<file path="config.mk">
export PLATFORM = sky130hd
export DESIGN_NAME = stream_alloc_table
export DESIGN_NICKNAME = d
export VERILOG_FILES = /design/src/rtl/sat_pkg.sv /design/src/rtl/sat_ctrl.sv /design/src/rtl/sat_data.sv /design/src/rtl/stream_alloc_table.sv
export SDC_FILE = /design/constraint.sdc
export NUM_CORES = 1
export LEC_CHECK = 0
export ABC_AREA = 0
export BUFFER_PORTS_ARGS = -buffer_cell sky130_fd_sc_hd__clkbuf_2
export CAP_MARGIN = 20
export CORE_MARGIN = 8
export CORE_UTILIZATION = 45
export DETAILED_ROUTE_END_ITERATION = 10
export PLACE_DENSITY_LB_ADDON = 0.3
export SLEW_MARGIN = 20
export SYNTH_ARGS = -nofsm -noshare
export SYNTH_HDL_FRONTEND = slang
export SYNTH_SLANG_ARGS = --single-unit
export TNS_END_PERCENT = 30
</file>
<file path="constraint.sdc">
create_clock -name clk -period 13.37 [get_ports clk]
set_clock_uncertainty 0.2 [all_clocks]
set_input_delay 1.337 -clock clk [delete_from_list [all_inputs] [get_ports clk]]
set_output_delay 1.337 -clock clk [all_outputs]
set_load 0.01 [all_outputs]
</file>
<file path="src/rtl/sat_pkg.sv">
package sat_pkg;

  typedef enum logic [1:0] {
    CMD_NONE   = 2'd0,
    CMD_TRIG   = 2'd1,
    CMD_NOTRIG = 2'd2
  } cmd_code_e;

  typedef enum logic [1:0] {
    ST_IDLE,
    ST_REQ,
    ST_HOLD,
    ST_ARM
  } commit_state_e;

  // control-to-datapath strobes
  typedef struct packed {
    logic copy;
  } sat_strobe_t;

endpackage

</file>
<file path="src/rtl/sat_ctrl.sv">
module sat_ctrl
  import sat_pkg::*;
#(
  parameter int TRIG_FRAMES = 4
) (
  input  logic        clk,
  input  logic        rst_n,
  input  logic        cmdValid,
  input  logic [1:0]  cmdCode,
  input  logic        frameStart,
  input  logic        trigAck,
  output logic        trigReq,
  output logic        pending,
  output sat_strobe_t stb
);

  localparam int FC_W = (TRIG_FRAMES > 1) ? $clog2(TRIG_FRAMES) : 1;
  localparam logic [FC_W-1:0] LAST_FRAME = FC_W'(TRIG_FRAMES - 1);

  commit_state_e state;
  logic [FC_W-1:0] frameCnt;
  logic holdDone;

  assign holdDone = (state == ST_HOLD) && frameStart && (frameCnt == LAST_FRAME);

  always_ff @(posedge clk) begin
    if (!rst_n) begin
      state    <= ST_IDLE;
      frameCnt <= '0;
    end else begin
      case (state)
        ST_IDLE: begin
          if (cmdValid && cmdCode == CMD_TRIG)        state <= ST_REQ;
          else if (cmdValid && cmdCode == CMD_NOTRIG) state <= ST_ARM;
        end
        ST_REQ: begin
          if (trigAck) begin
            state    <= ST_HOLD;
            frameCnt <= '0;
          end
        end
        ST_HOLD: begin
          if (holdDone)        state    <= ST_IDLE;
          else if (frameStart) frameCnt <= frameCnt + 1'b1;
        end
        ST_ARM: begin
          if (frameStart) state <= ST_IDLE;
        end
        default: state <= ST_IDLE;
      endcase
    end
  end

  always_comb begin
    stb      = '0;
    stb.copy = holdDone || ((state == ST_ARM) && frameStart);
  end

  assign pending = (state != ST_IDLE);
  assign trigReq = (state == ST_REQ);

  // the trigger request is held until acknowledged
  assert_req_held_R4: assert property (@(posedge clk) disable iff (!rst_n)
    trigReq && !trigAck |=> trigReq);

  // a swap ends the commit
  assert_swap_clears_R5: assert property (@(posedge clk) disable iff (!rst_n)
    stb.copy |=> !pending);

  // commands during a commit do not end or restart it
  assert_ignore_cmd_R7: assert property (@(posedge clk) disable iff (!rst_n)
    pending && cmdValid && !stb.copy |=> pending);

  // no swap while the trigger is still outstanding
  assert_no_swap_in_req_R4: assert property (@(posedge clk) disable iff (!rst_n)
    trigReq |-> !stb.copy);

endmodule

</file>
<file path="src/rtl/sat_data.sv">
module sat_data
  import sat_pkg::*;
#(
  parameter int NUM_VC = 4,
  parameter int SLOTS  = 64,
  parameter int SRC_W  = 2
) (
  input  logic                      clk,
  input  logic                      rst_n,
  input  sat_strobe_t               stb,
  input  logic                      wrEn,
  input  logic [$clog2(NUM_VC)-1:0] wrSel,
  input  logic [SRC_W-1:0]          wrSrc,
  input  logic [$clog2(SLOTS)-1:0]  wrCnt,
  input  logic [$clog2(SLOTS)-1:0]  slotIdx,
  output logic                      ownerValid,
  output logic [$clog2(NUM_VC)-1:0] ownerVc,
  output logic [SRC_W-1:0]          ownerSrc,
  output logic                      overflow
);

  localparam int CNT_W = $clog2(SLOTS);
  localparam int VC_W  = $clog2(NUM_VC);
  localparam int SUM_W = CNT_W + VC_W + 1;

  logic [NUM_VC-1:0][SRC_W-1:0] shadowSrc, actSrc;
  logic [NUM_VC-1:0][CNT_W-1:0] shadowCnt, actCnt;
  logic [NUM_VC-1:0][SUM_W-1:0] endPos;
  logic [SUM_W-1:0]             acc;

  always_ff @(posedge clk) begin
    if (!rst_n) begin
      shadowSrc <= '0;
      shadowCnt <= '0;
      actSrc    <= '0;
      actCnt    <= '0;
    end else begin
      if (wrEn) begin
        shadowSrc[wrSel] <= wrSrc;
        shadowCnt[wrSel] <= wrCnt;
      end
      if (stb.copy) begin
        actSrc <= shadowSrc;
        actCnt <= shadowCnt;
      end
    end
  end

  // exclusive end slot of each entry, packing from slot 1
  always_comb begin
    acc = SUM_W'(1);
    for (int i = 0; i < NUM_VC; i++) begin
      acc       = acc + SUM_W'(actCnt[i]);
      endPos[i] = acc;
    end
  end

  // lowest entry whose end lies beyond the slot owns it
  always_comb begin
    ownerValid = 1'b0;
    ownerVc    = '0;
    for (int i = NUM_VC - 1; i >= 0; i--) begin
      if (slotIdx != '0 && SUM_W'(slotIdx) < endPos[i]) begin
        ownerValid = 1'b1;
        ownerVc    = VC_W'(i);
      end
    end
  end

  assign ownerSrc = actSrc[ownerVc];
  assign overflow = endPos[NUM_VC-1] > SUM_W'(SLOTS);

  // active table moves only on a copy strobe
  assert_active_hold_R2: assert property (@(posedge clk) disable iff (!rst_n)
    !stb.copy |=> $stable(actSrc) && $stable(actCnt));

  // header slot never owned
  assert_slot0_free_R8: assert property (@(posedge clk) disable iff (!rst_n)
    slotIdx == '0 |-> !ownerValid);

  // an oversubscribed frame has every payload slot owned
  assert_overflow_full_R9: assert property (@(posedge clk) disable iff (!rst_n)
    overflow && slotIdx != '0 |-> ownerValid);

endmodule

</file>
<file path="src/rtl/stream_alloc_table.sv">
module stream_alloc_table
  import sat_pkg::*;
#(
  parameter int NUM_VC      = 4,
  parameter int SLOTS       = 64,
  parameter int SRC_W       = 2,
  parameter int TRIG_FRAMES = 4
) (
  input  logic                      clk,
  input  logic                      rst_n,
  input  logic                      wrEn,
  input  logic [$clog2(NUM_VC)-1:0] wrSel,
  input  logic [SRC_W-1:0]          wrSrc,
  input  logic [$clog2(SLOTS)-1:0]  wrCnt,
  input  logic                      cmdValid,
  input  logic [1:0]                cmdCode,
  input  logic                      frameStart,
  output logic                      trigReq,
  input  logic                      trigAck,
  output logic                      pending,
  output logic                      overflow,
  input  logic [$clog2(SLOTS)-1:0]  slotIdx,
  output logic                      ownerValid,
  output logic [$clog2(NUM_VC)-1:0] ownerVc,
  output logic [SRC_W-1:0]          ownerSrc
);

  sat_strobe_t stb;

  sat_ctrl #(.TRIG_FRAMES(TRIG_FRAMES)) u_ctrl (
    .clk        (clk),
    .rst_n      (rst_n),
    .cmdValid   (cmdValid),
    .cmdCode    (cmdCode),
    .frameStart (frameStart),
    .trigAck    (trigAck),
    .trigReq    (trigReq),
    .pending    (pending),
    .stb        (stb)
  );

  sat_data #(.NUM_VC(NUM_VC), .SLOTS(SLOTS), .SRC_W(SRC_W)) u_data (
    .clk        (clk),
    .rst_n      (rst_n),
    .stb        (stb),
    .wrEn       (wrEn),
    .wrSel      (wrSel),
    .wrSrc      (wrSrc),
    .wrCnt      (wrCnt),
    .slotIdx    (slotIdx),
    .ownerValid (ownerValid),
    .ownerVc    (ownerVc),
    .ownerSrc   (ownerSrc),
    .overflow   (overflow)
  );

endmodule

</file>
==> impl.org, run 1 <==
** Run status
- The run finished with clean final reports.

** STA
- Adding up every negative setup slack in the final design gives 0 ns.
- RSZ-0062 raised after global routing :: no
- Hold Vio Cnt, Final :: 0
- Setup-failing EPs final :: 0
- After layout, the worst path uses roughly 50% of the clock period.
- The final max-slew violation count is 0.
- Minimum clock period :: between 6 and 7 ns
- Maximum clock rate :: approximately 0.15 GHz
- Headroom to the max-slew limit came out at between 30 and 40%.
- Tightest Pin Transition :: ~1 ns
- Once routing completed, OpenROAD measured the worst setup slack at 6.66 ns.

** Die
- Die Area :: ~13000 µm²
- The floorplan step set the die height to 113 µm.
- Once the floorplan was initialized, standard cells occupied 46.3% of the core.
- For this design the top-level I/O count stands at 32.
- Width of the die :: 113 µm
- The region available for standard cell placement spans 9240 µm².
- The initialized floorplan defines 35 standard-cell rows.

** Routing
- Post-route DRC :: 0
- Number of DRC markers after the initial detailed-route iteration :: ~150
- Across all layers, the routed design uses around 3400 vias.
- After detailed routing, the average wire length per cell comes to between 10 and 15 µm.
- Post-route antenna net violation count :: 0
- Average via count per standard cell :: ~5.2
- The first detailed-routing pass ran for 4 iterations.
- Aggregate routed wire length :: approximately 9 mm

** Critical path
- STA classifies the critical path startpoint as a flop.
- Buf+Inv Stages, Crit Path :: 1
- Critical Path Slowest Stage Cell :: sky130_fd_sc_hd__dfxtp_1
- Largest stage delay, worst path :: 0.41 ns
- Highest fanout seen on the critical path :: 6
- Critical-path cell list :: ha_1 -> xor2_1 -> ha_1 -> a21oi_1 -> nand2_1 -> xor2_1 -> ha_1 -> a21oi_1 -> o21ai_1 -> xor2_1 -> ha_1 -> nand3_1 -> o2111ai_1 -> xnor2_1 -> ha_1 -> a21oi_1 -> o21ai_0 -> nand3_1 -> o21a_1 -> mux2i_1 -> mux2i_1 -> clkbuf_2
- Grouping stages by cell kind, the critical path spends the most delay in adder cells.
- Library cell appearing most often on the critical path :: sky130_fd_sc_hd__ha_1
- Required time of the critical path :: around 12 ns
- WS Path Type :: flop to output port
- STA puts the critical path data arrival time at between 5 and 6 ns.
- Endpoint kind of the worst setup timing path :: output port

** Final layout
- Commonest cells after routing, fill and taps aside :: sky130_fd_sc_hd__nand2_1 (78), sky130_fd_sc_hd__dfxtp_1 (68), sky130_fd_sc_hd__ha_1 (43), sky130_fd_sc_hd__mux2i_1 (41), sky130_fd_sc_hd__nor2b_1 (37)
- Share of final-layout standard cells stronger than drive strength 1 :: 12.0%
- Final std cell area, no fill :: between 4000 and 5000 µm²
- The final layout contains 582 nets.
- Area Growth Syn to Fin :: 10.7%
- Final core occ :: between 50% and 60%
- N_diodes :: 0
- Most common cell after layout, fill and taps aside :: sky130_fd_sc_hd__nand2_1

** Power and ir drop
- The share of total power dissipated in combinational logic is roughly a tenth.
- Of the total power, registers draw between 40% and 50%.
- In this run the power density over the cells is about 89 nW/µm².
- Worst vdd rail ir drop :: roughly 0.068 mV
- The analysis attributes to net switching a power of 0.105 mW.
- Per report_power, the clock group accounts for roughly two fifths of the total.
- In this run switching power makes up roughly 25% of total power.
- The completed layout was analyzed and its total power is approximately 0.42 mW.
- Static power due to leakage :: roughly 2.1 nW
- The internal power of the cells totals around 0.32 mW.

** Clock network
- Worst-Skew Late Latency :: ~0.34 ns
- TritonCTS clock tree :: done
- Deepest clock path buffer count :: 2
- Post-CTS timing repair inserted 0 buffers for setup.
- The number of hold buffers added after CTS was 0.
- CTS Root Buffer Type :: sky130_fd_sc_hd__clkbuf_8
- PostCTS Resize Cnt :: 0
- Clock tree sinks :: between 60 and 70
- Clock tree synthesis inserted a total of 9 buffers.
- After clock tree synthesis, the clock-pin slew on the worst setup and hold paths is about 0.070 ns.
- The H-tree was split into 3 levels.

** Logic synthesis
- The synthesized design contains 0 enable-type register cells.
- Synthesis handed over a netlist of 487 instances.
- Async S/R FF share, synth :: 0%
- Averaged over all synthesized cells, the footprint is 8.78 µm².
- Yosys Warn Count :: 0
- Count of distinct cell types in the synthesized netlist :: 54
- For this run, the register share of the synthesized area comes to a little under a third.
- The number of nets in the synthesized netlist is 557.
- The mapped netlist covers approximately 4300 µm².
- Top flip-flop cell by instance count after synthesis :: sky130_fd_sc_hd__dfxtp_1
- Number of synthesized register bits :: 68

** Place
- The congestion estimate from routability-driven global placement came to slightly above 0.8.
- Timing analysis after detailed placement gives a worst setup slack of around 7 ns.
- Post-DP HPWL :: between 7 and 8 mm
- After detailed placement, the total cell area comes to between 4000 and 5000 µm².
- Buffers placed on the I/O ports in this run total 31.

** Worst hold path
- The min-delay analysis places its worst path in the category flop to flop.

** Global route
- Initial antenna violation count :: 0
- Entering global routing, the biggest net connects 69 pins.
- Number of global-route vias before repair :: 3307
- The first global-routing pass estimated approximately 15 mm of wire.
- For this run the aggregate overflow at the end of global routing stands at 0.
- Global routing used between 10% and 20% of the available tracks across all layers.

** Job
- Max-cap violations in this run came to 0.
==> layer usage <==
| metal | vias up | wire length (µm) | global-route usage [%] |
|---|---|---|---|
| met2 | 42 | 4150 | 24.0 |
| met5 | - | 0 | 0 |
| li1 | 1737 | - | - |
| met4 | 0 | 189 | 5.77 |
| met3 | 15 | 223 | 2.85 |
| met1 | 1575 | 4600 | 18.9 |
==> cell type report <==
| cell class | instances | area [µm²] |
|---|---|---|
| well taps | 129 | 161 |
| inverters | 26 | 97.6 |
| fillers | 891 | 4510 |
| multi-input cells | 374 | 2740 |
| repair buffers | 33 | 170 |
| clock buffers | 10 | 138 |
| flip-flops and latches | 68 | 1360 |
| clock inverters | 6 | 63.8 |
==> cell families (layout without fill, tap and decap cells) <==
group	count (synthesis)	in the layout	share of synthesized area [%]
xor+xnor	18	18	3.69
simple gates	165	165	19.3
buf+inv	45	75	4.13
mux	41	41	9.60
compound gates	104	104	17.4
fa+ha+maj	46	46	14.0
flops	68	68	31.9
==> worst paths after layout <==
kind / startpoint / endpoint / slack, ns / depth (start not counted)
max: u_data.actCnt[0] / ownerSrc[1] / 6.66 / 22
min: u_data.shadowCnt[1] / u_data.actCnt[1] / 0.27 / 2
max reg2reg: u_ctrl.frameCnt[0] / u_data.actCnt[11] / 11.54 / 5
min reg2reg: u_data.shadowCnt[1] / u_data.actCnt[1] / 0.27 / 2
==> worst register-to-register path: stages (launching register included) <==
cell and delay [ns]:
sky130_fd_sc_hd__dfxtp_1 0.32, sky130_fd_sc_hd__ha_1 0.22, sky130_fd_sc_hd__nor2_1 0.14, sky130_fd_sc_hd__or2_2 0.53, sky130_fd_sc_hd__nand2_1 0.14, sky130_fd_sc_hd__a21boi_0 0.20
==> power by group through the flow <==
stage,registers [mW],clock network [mW],logic [mW]
after floorplan,0.213,0,0.0299
after global placement,0.215,0,0.0418
after detailed placement,0.215,0,0.0428
after CTS,0.210,0.173,0.0430
after global routing,0.211,0.182,0.0479
final,0.210,0.170,0.0426
==> through the flow <==
step	hold WS [ns]	instances
after floorplan	0.240	487
after global placement	0.251	630
after detailed placement	0.263	630
after CTS	0.269	646
after global routing	0.284	646
final	0.266	646
==> synth_stat cells (4+ instances only) <==
cell type | count | area (µm²)
sky130_fd_sc_hd__nand2_1 | 78 | 293
sky130_fd_sc_hd__dfxtp_1 | 68 | 1360
sky130_fd_sc_hd__ha_1 | 43 | 538
sky130_fd_sc_hd__mux2i_1 | 41 | 410
sky130_fd_sc_hd__nor2b_1 | 37 | 231
sky130_fd_sc_hd__a21boi_0 | 34 | 255
sky130_fd_sc_hd__inv_1 | 26 | 97.6
sky130_fd_sc_hd__a21oi_1 | 18 | 90.1
sky130_fd_sc_hd__clkbuf_1 | 16 | 60.1
sky130_fd_sc_hd__nor2_1 | 13 | 48.8
sky130_fd_sc_hd__nand3_1 | 9 | 45.0
sky130_fd_sc_hd__xnor2_1 | 9 | 78.8
sky130_fd_sc_hd__xor2_1 | 9 | 78.8
sky130_fd_sc_hd__a21o_1 | 8 | 60.1
sky130_fd_sc_hd__o21ai_1 | 7 | 35.0
sky130_fd_sc_hd__o21ai_0 | 6 | 30.0
sky130_fd_sc_hd__a211oi_1 | 5 | 37.5
sky130_fd_sc_hd__and3_1 | 5 | 31.3
sky130_fd_sc_hd__nand2b_1 | 4 | 25.0
sky130_fd_sc_hd__o211ai_1 | 4 | 30.0
sky130_fd_sc_hd__o21a_1 | 4 | 30.0
==> state kept, by name, summed over array words and instances, names as in the netlist <==
register          cells
u_ctrl.frameCnt       2
u_ctrl.state          2
u_data.actCnt        24
u_data.actSrc         8
u_data.shadowCnt     24
u_data.shadowSrc      8
(Power assumes the default switching activity.)
==> run 2, diff against run 1 <==
Clock period 13.37 ns to 5.91 ns, I/O delays scaled along.
==> impl.org, run 2 (synthesis gave the netlist of run 1 again) <==
** Clock network
- The later pin in the worst-skew pair is clocked with a latency of 0.33 ns.
- Clock tree sinks :: about 70
- Clock-pin slew was measured on the worst setup and hold paths at 0.07 ns.
- Total clock buffers created by CTS :: 9
- The cell sitting at the root of the clock tree is a sky130_fd_sc_hd__clkbuf_8.
- The number of setup buffers added after CTS is 0.
- The clock passes through at most 2 buffers.
- Depth of the CTS H-tree :: 3
- TritonCTS built the clock tree.
- After clock tree synthesis, the flow added hold-fix buffers numbering 0.

** Routing
- Routed length per placed instance :: 14.3 µm
- Average via count per standard cell :: around 5.3
- Post-route DRC :: 0
- The count of nets left with antenna violations once routing finished came out at 0.
- Via total after detailed routing :: 3397
- Aggregate routed wire length :: around 9.3 mm
- The first detailed-routing pass took 4 iterations.
- In this run, the number of DRC markers left after iteration 0 of detailed routing was roughly 160.

** Critical path
- Signal arrival time at the worst endpoint :: roughly 4.8 ns
- Launching element type of the critical path :: flop
- WS Path Type :: flop to output port
- Launch point of the worst reg-to-reg path :: u_ctrl.frameCnt[0]
- Highest fanout seen on the critical path :: 6
- The endpoint identified for the worst register-to-register timing path is u_data.actCnt[6].
- STA classifies the critical path endpoint as an output port.
- Setup slack on the worst reg-to-reg path comes out at slightly above 4 ns.
- STA puts the critical path data required time at just over 5 ns.
- Launch point of the critical path :: u_data.actCnt[0]
- For the worst flop-to-flop path, the logic depth is 5.
- Crit path capture :: ownerSrc[1]

** Die
- Once the floorplan was initialized, standard cells occupied between 40% and 50% of the core.
- In this run the vertical extent of the chip is about 110 µm.
- The initialized floorplan defines 35 standard-cell rows.
- Number of I/O pins :: 32
- The region available for standard cell placement spans between 9000 and 10000 µm².
- Die Area :: 12900 µm²
- Width of the die :: ~110 µm

** Final layout
- Fill cells in the final layout number a little under 900.
- Commonest cells after routing, fill and taps aside :: sky130_fd_sc_hd__nand2_1 (78), sky130_fd_sc_hd__dfxtp_1 (65), sky130_fd_sc_hd__mux2i_1 (41), sky130_fd_sc_hd__ha_1 (40), sky130_fd_sc_hd__nor2b_1 (37)
- After the flow finishes, the layout carries non-filler instances totaling ~650.
- 0 antenna diodes ended up in the layout.
- Leaving out fill and tap cells, the most frequent cell in the layout is sky130_fd_sc_hd__nand2_1.
- In the final layout, the registers with the most flip-flops are u_data.actCnt (24), u_data.shadowCnt (24).
- The final layout contains ~580 nets.
- Share of final-layout standard cells stronger than drive strength 1 :: 14.3%
- Compared with the post-synthesis result, the final layout area differs by 12.8%.

** Job
- Max-cap violations in this run came to 0.

** Global route
- Global router's overall resource usage :: 14.9%
- Overflow left after global routing :: 0
- The number of antenna violations at the first check in global routing was 0.
- Entering global routing, the biggest net connects ~70 pins.
- Wire length of the first global-routing pass :: about 16 mm
- Number of global-route vias before repair :: between 3000 and 4000

** Place
- At the end of routability-driven placement, the weighted congestion stood at slightly above 0.8.
- Post-DP HPWL :: slightly above 7 mm
- Number of port buffers :: 31
- The number of placed instances, taps included, is 630.
- Pre-CTS setup slack :: approximately 0.27 ns

** STA
- Minimum clock period :: between 5 and 6 ns
- Setup violations remaining at the end of the flow were counted as 0.
- Tightest Pin Transition :: a little under 0.9 ns
- Crit path setup slack, layout :: 0.289 ns
- The final max-slew violation count came to 0.
- Derived from the worst setup path, the maximum achievable clock frequency is 0.178 GHz.
- Measured against its own limit, the worst slew margin works out to 40.7%.
- The number of hold-slack violations in the final timing report came to 0.
- Tcrit/Tclk final :: a little over nine tenths

** Power and ir drop
- Static power due to leakage :: ~2.1 nW
- The worst-case IR drop observed on VDD is 0.161 mV.
- In this run the power density over the cells is about 200 nW/µm².

** Run status
- The flow ran to the end, and the final reports show no timing, DRC or antenna violations.

** Worst hold path
- The startpoint identified for the worst hold timing path is u_data.shadowCnt[1].
- The path class of the tightest hold or removal check is flop to flop.
[run 2: cell types whose count changed in the layout (fill, tap and decap cells not counted), sizes merged]
cell	previous run	this run
buf	2	3
clkbuf	41	40
[run 2: critical path: stages (launching register included)]
cell	delay, ns
sky130_fd_sc_hd__dfxtp_4	0.38
sky130_fd_sc_hd__inv_1	0.05
sky130_fd_sc_hd__ha_1	0.22
sky130_fd_sc_hd__fa_1	0.44
sky130_fd_sc_hd__a211oi_2	0.30
sky130_fd_sc_hd__nor2_1	0.07
sky130_fd_sc_hd__a21oi_1	0.20
sky130_fd_sc_hd__ha_1	0.32
sky130_fd_sc_hd__xor2_1	0.19
sky130_fd_sc_hd__ha_1	0.38
sky130_fd_sc_hd__nand3_1	0.15
sky130_fd_sc_hd__o211ai_1	0.23
sky130_fd_sc_hd__nand4b_1	0.20
sky130_fd_sc_hd__mux2i_1	0.17
sky130_fd_sc_hd__a21oi_1	0.08
sky130_fd_sc_hd__o311a_1	0.38
sky130_fd_sc_hd__o21a_4	0.26
sky130_fd_sc_hd__mux2i_1	0.13
sky130_fd_sc_hd__mux2i_1	0.15
sky130_fd_sc_hd__clkbuf_2	0.16
[run 2: worst min-delay path by stage]
stage,to,slack [ns],cells after the start
after global placement,u_data.actCnt[11],0.25,2
after global routing,u_data.actCnt[1],0.28,2
after floorplan,u_data.actCnt[5],0.24,2
after CTS,u_data.actCnt[1],0.27,2
final,u_data.actCnt[1],0.25,2
after detailed placement,u_data.actSrc[0],0.26,2
[run 2: stage by stage]
step	util [%]	TNS [ns]	hold slack, ns	power [mW]	cell area [µm²]
6_report	52.2	0	0.254	0.956	4820
5_1_grt	52.2	-0.00340	0.276	1.00	4820
4_1_cts	51.3	0	0.271	0.967	4740
3_5_place_dp	49.0	0	0.264	0.583	4530
3_3_place_gp	49.0	0	0.251	0.580	4530
2_1_floorplan	-	0	0.240	0.551	4270
[run 2: layout make-up]
cell class / count / area [µm²] / share of cell area, %
inverter: 26 / 97.6 / 2.02
timing repair buffer: 33 / 170 / 3.53
sequential: 68 / 1370 / 28.4
clock buffer: 10 / 138 / 2.85
clock inverter: 6 / 63.8 / 1.32
tap: 129 / 161 / 3.35
multi-input combinational: 374 / 2820 / 58.6
[run 2: report_power, final]
group,leakage (nW),internal (mW),switching (mW),total (mW)
clock network,0.0983,0.205,0.178,0.383
logic,1.42,0.0460,0.0512,0.0973
registers,0.552,0.467,0.00774,0.475
[run 2: routing by layer]
layer  vias up  track usage, %  share of wire (%)  routed length (µm)
li1       1737               -                  -                   -
met1      1581            19.0                 49                4500
met2        67            24.3                 46                4270
met3        12            2.54                3.4                 317
met4         0            6.22                1.8                 164
met5         -               0                  0                   0
[run 2: timing repair]
action	CTS	global route
gates resized for setup	2	15
pin swaps	0	3
endpoints found under the setup margin	2	5
endpoints found under the hold margin	0	0
==> run 3, diff against run 2 <==
Settings changed: ABC_AREA 0 to 1, ABC_CLOCK_PERIOD_IN_PS set to 5910, CORE_ASPECT_RATIO set to 0.6.
==> impl.org, run 3 <==
** Critical path
- Endpoint kind of the worst setup timing path :: output port
- Critical Path Slowest Stage Cell :: sky130_fd_sc_hd__fa_2
- Of all nets on the critical path, the largest fanout is 5.
- At the worst endpoint, the arrival time is between 4 and 5 ns.
- Depth of the most critical reg-to-reg path :: 6
- Launching element type of the critical path :: flop
- R2R setup slack :: about 3.7 ns
- Reg2reg end :: u_data.actCnt[23]
- Required time of the critical path :: ~5 ns
- Traced cell by cell, the critical path runs through inv_1 -> ha_1 -> fa_2 -> inv_1 -> fa_1 -> xnor2_1 -> ha_1 -> a21o_1 -> a31oi_1 -> xor2_1 -> ha_1 -> nand3_1 -> a211oi_2 -> o21a_1 -> nor2_1 -> nor2_1 -> nand3_2 -> nand2_2 -> nand2_4 -> nand2_4 -> nand2_1 -> nand3_1 -> nand2_1 -> clkbuf_2.
- The critical path is of the flop to output port type.
- Launch point of the worst reg-to-reg path :: u_ctrl.frameCnt[0]
- By instance count, the cell type seen most on the critical path is sky130_fd_sc_hd__ha_1.
- For this run, the slowest stage of the critical path takes 0.55 ns.

** Global route
- The number of global-route vias before repair is 3840.
- The number of antenna violations at the first check in global routing was 0.
- Overflow left after global routing :: 0
- Largest net degree at the start of global routing :: 60
- Wire length of the first global-routing pass :: between 15 and 20 mm
- Global routing used between 10% and 20% of the available tracks.

** Routing
- The detailed router placed approximately 4100 vias in this run.
- First-pass iteration count of the detailed router :: 5
- Aggregate routed wire length :: 11.6 mm
- Post-route DRC :: 0
- In the final routed layout, each cell accounts on average for between 15 and 20 µm.
- In this run the remaining antenna-violating nets after routing total 0.
- In this run, the number of DRC markers left after iteration 0 of detailed routing was 340.
- In the routed layout, each cell is associated on average with a via count of 5.25.

** Clock network
- Total clock buffers created by CTS :: 9
- Clock tree sinks :: a little under 70
- TritonCTS clock tree :: done
- Clk slew on worst S/H paths :: 0.05 ns
- For the worst-skew pair, the clock arrives at the later sink with an insertion delay of between 0.3 and 0.4 ns.
- CTS Root Buffer Type :: sky130_fd_sc_hd__clkbuf_16
- After clock tree synthesis, the flow added hold-fix buffers numbering 0.
- The clock tree synthesis step divided the H-tree into 3 levels.
- The clock passes through at most 2 buffers.

** Place
- Post-DP HPWL :: roughly 8.8 mm
- In this run the tool buffered the top-level ports with 31 buffer cells.
- Routability-driven placement finished with a final weighted congestion of slightly below 1.
- Once placement finished, the instance area stood at 4510 µm².

** Logic synthesis
- Top flip-flop cell by instance count after synthesis :: sky130_fd_sc_hd__dfxtp_1
- When the netlist entered floorplanning its net count stood at between 600 and 700.
- For this run, the register share of the synthesized area comes to ~32%.
- Synthesis inferred 68 register bits.
- Yosys Warn Count :: 0
- sky130_fd_sc_hd__dfxtp_1 takes more of the synthesized area than any other cell.
- Of the post-synthesis cell area, the dominant cell type holds ~32%.
- In the synthesized netlist the async set-or-reset flop fraction comes to 0%.
- Ranked by total cell area, the synthesized netlist is headed by sky130_fd_sc_hd__dfxtp_1 (32%), sky130_fd_sc_hd__ha_1 (13%), sky130_fd_sc_hd__nor2_1 (10%), sky130_fd_sc_hd__o21ai_0 (7.6%), sky130_fd_sc_hd__nand2_1 (6.9%).
- Synthesized area divided by synthesized cell count :: between 7 and 8 µm²
- Counting every instance in the synthesized netlist gives between 500 and 600.
- The synthesized netlist contains 38 unique library cells.
- List of most frequent post-synthesis cells :: sky130_fd_sc_hd__nor2_1 (113), sky130_fd_sc_hd__nand2_1 (78), sky130_fd_sc_hd__inv_1 (69), sky130_fd_sc_hd__dfxtp_1 (68), sky130_fd_sc_hd__o21ai_0 (64)
- Among all cell types in the netlist, the one instantiated most often is sky130_fd_sc_hd__nor2_1.
- The synthesized design contains 0 enable-type register cells.
- Summed instance area of the synthesized netlist :: between 4000 and 5000 µm²

** STA
- Setup violations remaining at the end of the flow were counted as 0.
- Tcrit/Tclk final :: 95.9%
- For the finished layout, the period the worst path requires is ~5.7 ns.
- Tightest Pin Transition :: ~1.1 ns
- The final max-slew violation count came to 0.
- In this run the tightest slew margin relative to its limit is about 29%.
- Hold Vio Cnt, Final :: 0
- Maximum clock rate :: around 0.18 GHz

** Die
- The floorplan step defined a core boundary enclosing 9160 µm².
- Die Area :: roughly 13000 µm²
- In this run the horizontal extent of the chip is ~140 µm.
- In this run the core area contains 27 standard-cell rows.
- Number of I/O pins :: 32
- Height of the die :: between 90 and 100 µm
- Once the floorplan was initialized, standard cells occupied between 40% and 50% of the core.

** Final layout
- The finished cells cover about 5000 µm².
- Leaving out fill and tap cells, the most frequent cells in the layout are sky130_fd_sc_hd__nor2_1 (113), sky130_fd_sc_hd__nand2_1 (76), sky130_fd_sc_hd__inv_1 (68), sky130_fd_sc_hd__dfxtp_1 (65), sky130_fd_sc_hd__o21ai_0 (62).
- Area Growth Syn to Fin :: 20.7%
- Largest registers :: u_data.actCnt (24), u_data.shadowCnt (24)
- Counting the fill cells in the layout gives 840.
- Once layout is complete, the utilization of the core stands at a little under three fifths.
- The final layout contains between 700 and 800 nets.
- Leaving out fill and tap cells, the most frequent cell in the layout is sky130_fd_sc_hd__nor2_1.
- N_diodes :: 0
- Share of final-layout standard cells stronger than drive strength 1 :: between 15 and 20%

** Worst hold path
- Min-delay worst type :: flop to flop
- Hold depth :: 2
- Hold path start :: u_data.shadowSrc[7]
- Hold worst-path end :: u_data.shadowSrc[7]

** Power and ir drop
- For this design the ratio of total power to cell area is roughly 320 nW/µm².
- Static power due to leakage :: 2.39 nW
- Worst vdd rail ir drop :: between 0.2 and 0.25 mV

** Run status
- The run finished with clean final reports.

** Job
- Max-cap violations :: 0
[run 3: cell count changes in the layout (fill, tap and decap cells not counted), moves of 9 or more]
| cell | change |
|---|---|
| sky130_fd_sc_hd__mux2i_1 | -41 |
| sky130_fd_sc_hd__a21boi_0 | -34 |
| sky130_fd_sc_hd__nor2_1 | +101 |
| sky130_fd_sc_hd__nor2b_1 | -37 |
| sky130_fd_sc_hd__clkbuf_16 | +9 |
| sky130_fd_sc_hd__nand3_1 | +28 |
| sky130_fd_sc_hd__buf_4 | +12 |
| sky130_fd_sc_hd__o21ai_0 | +57 |
| sky130_fd_sc_hd__inv_1 | +42 |
| sky130_fd_sc_hd__clkbuf_8 | -9 |
| sky130_fd_sc_hd__a21oi_1 | +20 |
[run 3: layout make-up]
class | instances | area, µm² | share of cell area (%)
Clock buffer | 13 | 250 | 4.90
Inverter | 74 | 283 | 5.54
Timing Repair Buffer | 45 | 260 | 5.10
Tap cell | 130 | 163 | 3.18
Sequential cell | 68 | 1370 | 26.9
Clock inverter | 2 | 35.0 | 0.686
Multi-Input combinational cell | 443 | 2740 | 53.7
[run 3: worst max-delay path by stage]
| stage | end | cells past startpoint | startpoint | slack [ns] |
|---|---|---|---|---|
| 2_1_floorplan | ownerSrc[0] | 26 | u_data.actCnt[0] | 0.75 |
| 3_3_place_gp | ownerSrc[0] | 29 | u_data.actCnt[0] | 0.41 |
| 3_5_place_dp | ownerSrc[0] | 28 | u_data.actCnt[0] | 0.22 |
| 4_1_cts | ownerSrc[0] | 28 | u_data.actCnt[1] | 0.03 |
| 5_1_grt | ownerSrc[0] | 24 | u_data.actCnt[0] | -0.09 |
| 6_report | ownerSrc[1] | 24 | u_data.actCnt[0] | 0.24 |
[run 3: logic make-up after synthesis]
family | share of synthesized area [%]
buffers and inverters | 7.84
AND/OR/NAND/NOR | 27.3
adder cells (fa/ha/maj) | 14.1
AO/OA/AOI/OAI | 15.4
flip-flops | 32.2
XOR/XNOR | 3.11
[run 3: per-stage QoR]
step                TNS (ns)  total power, mW  instances  hold WS, ns  worst slack (ns)
floorplan                  0            0.906        598        0.230             0.754
global placement           0             1.03        747        0.251             0.414
detailed placement         0             1.05        747        0.255             0.223
CTS                        0             1.57        762        0.262            0.0320
global route          -0.172             1.73        775        0.278           -0.0870
finish                     0             1.62        775        0.261             0.243
[run 3: metal layers]
metal / GRT usage (%) / wire length [µm] / vias up
li1: - / - / 2047
met1: 24.6 / 5710 / 1879
met2: 26.8 / 5100 / 127
met3: 4.39 / 685 / 19
met4: 4.89 / 137 / 0
met5: 0 / 0 / -
[run 3: timing repair]
item | CTS | global route
endpoints found under the setup margin | 5 | 5
resized for setup | 6 | 32
setup buffers | 0 | 13
pin swaps | 0 | 18
[run 3: worst max-delay path: cells and delay by family (launching register included)]
| kind | cells | cell delay [ns] |
|---|---|---|
| buffers and inverters | 3 | 0.27 |
| AND/OR/NAND/NOR | 10 | 0.81 |
| AO/OA/AOI/OAI | 4 | 0.79 |
| XOR/XNOR | 2 | 0.42 |
| flip-flops | 1 | 0.37 |
| adder cells (fa/ha/maj) | 5 | 1.89 |
[run 3: report_power, final]
part | leakage [nW] | switching (mW) | internal, mW
Sequential | 0.555 | 0.0351 | 0.503
Combinational | 1.69 | 0.337 | 0.230
Clock | 0.140 | 0.180 | 0.335
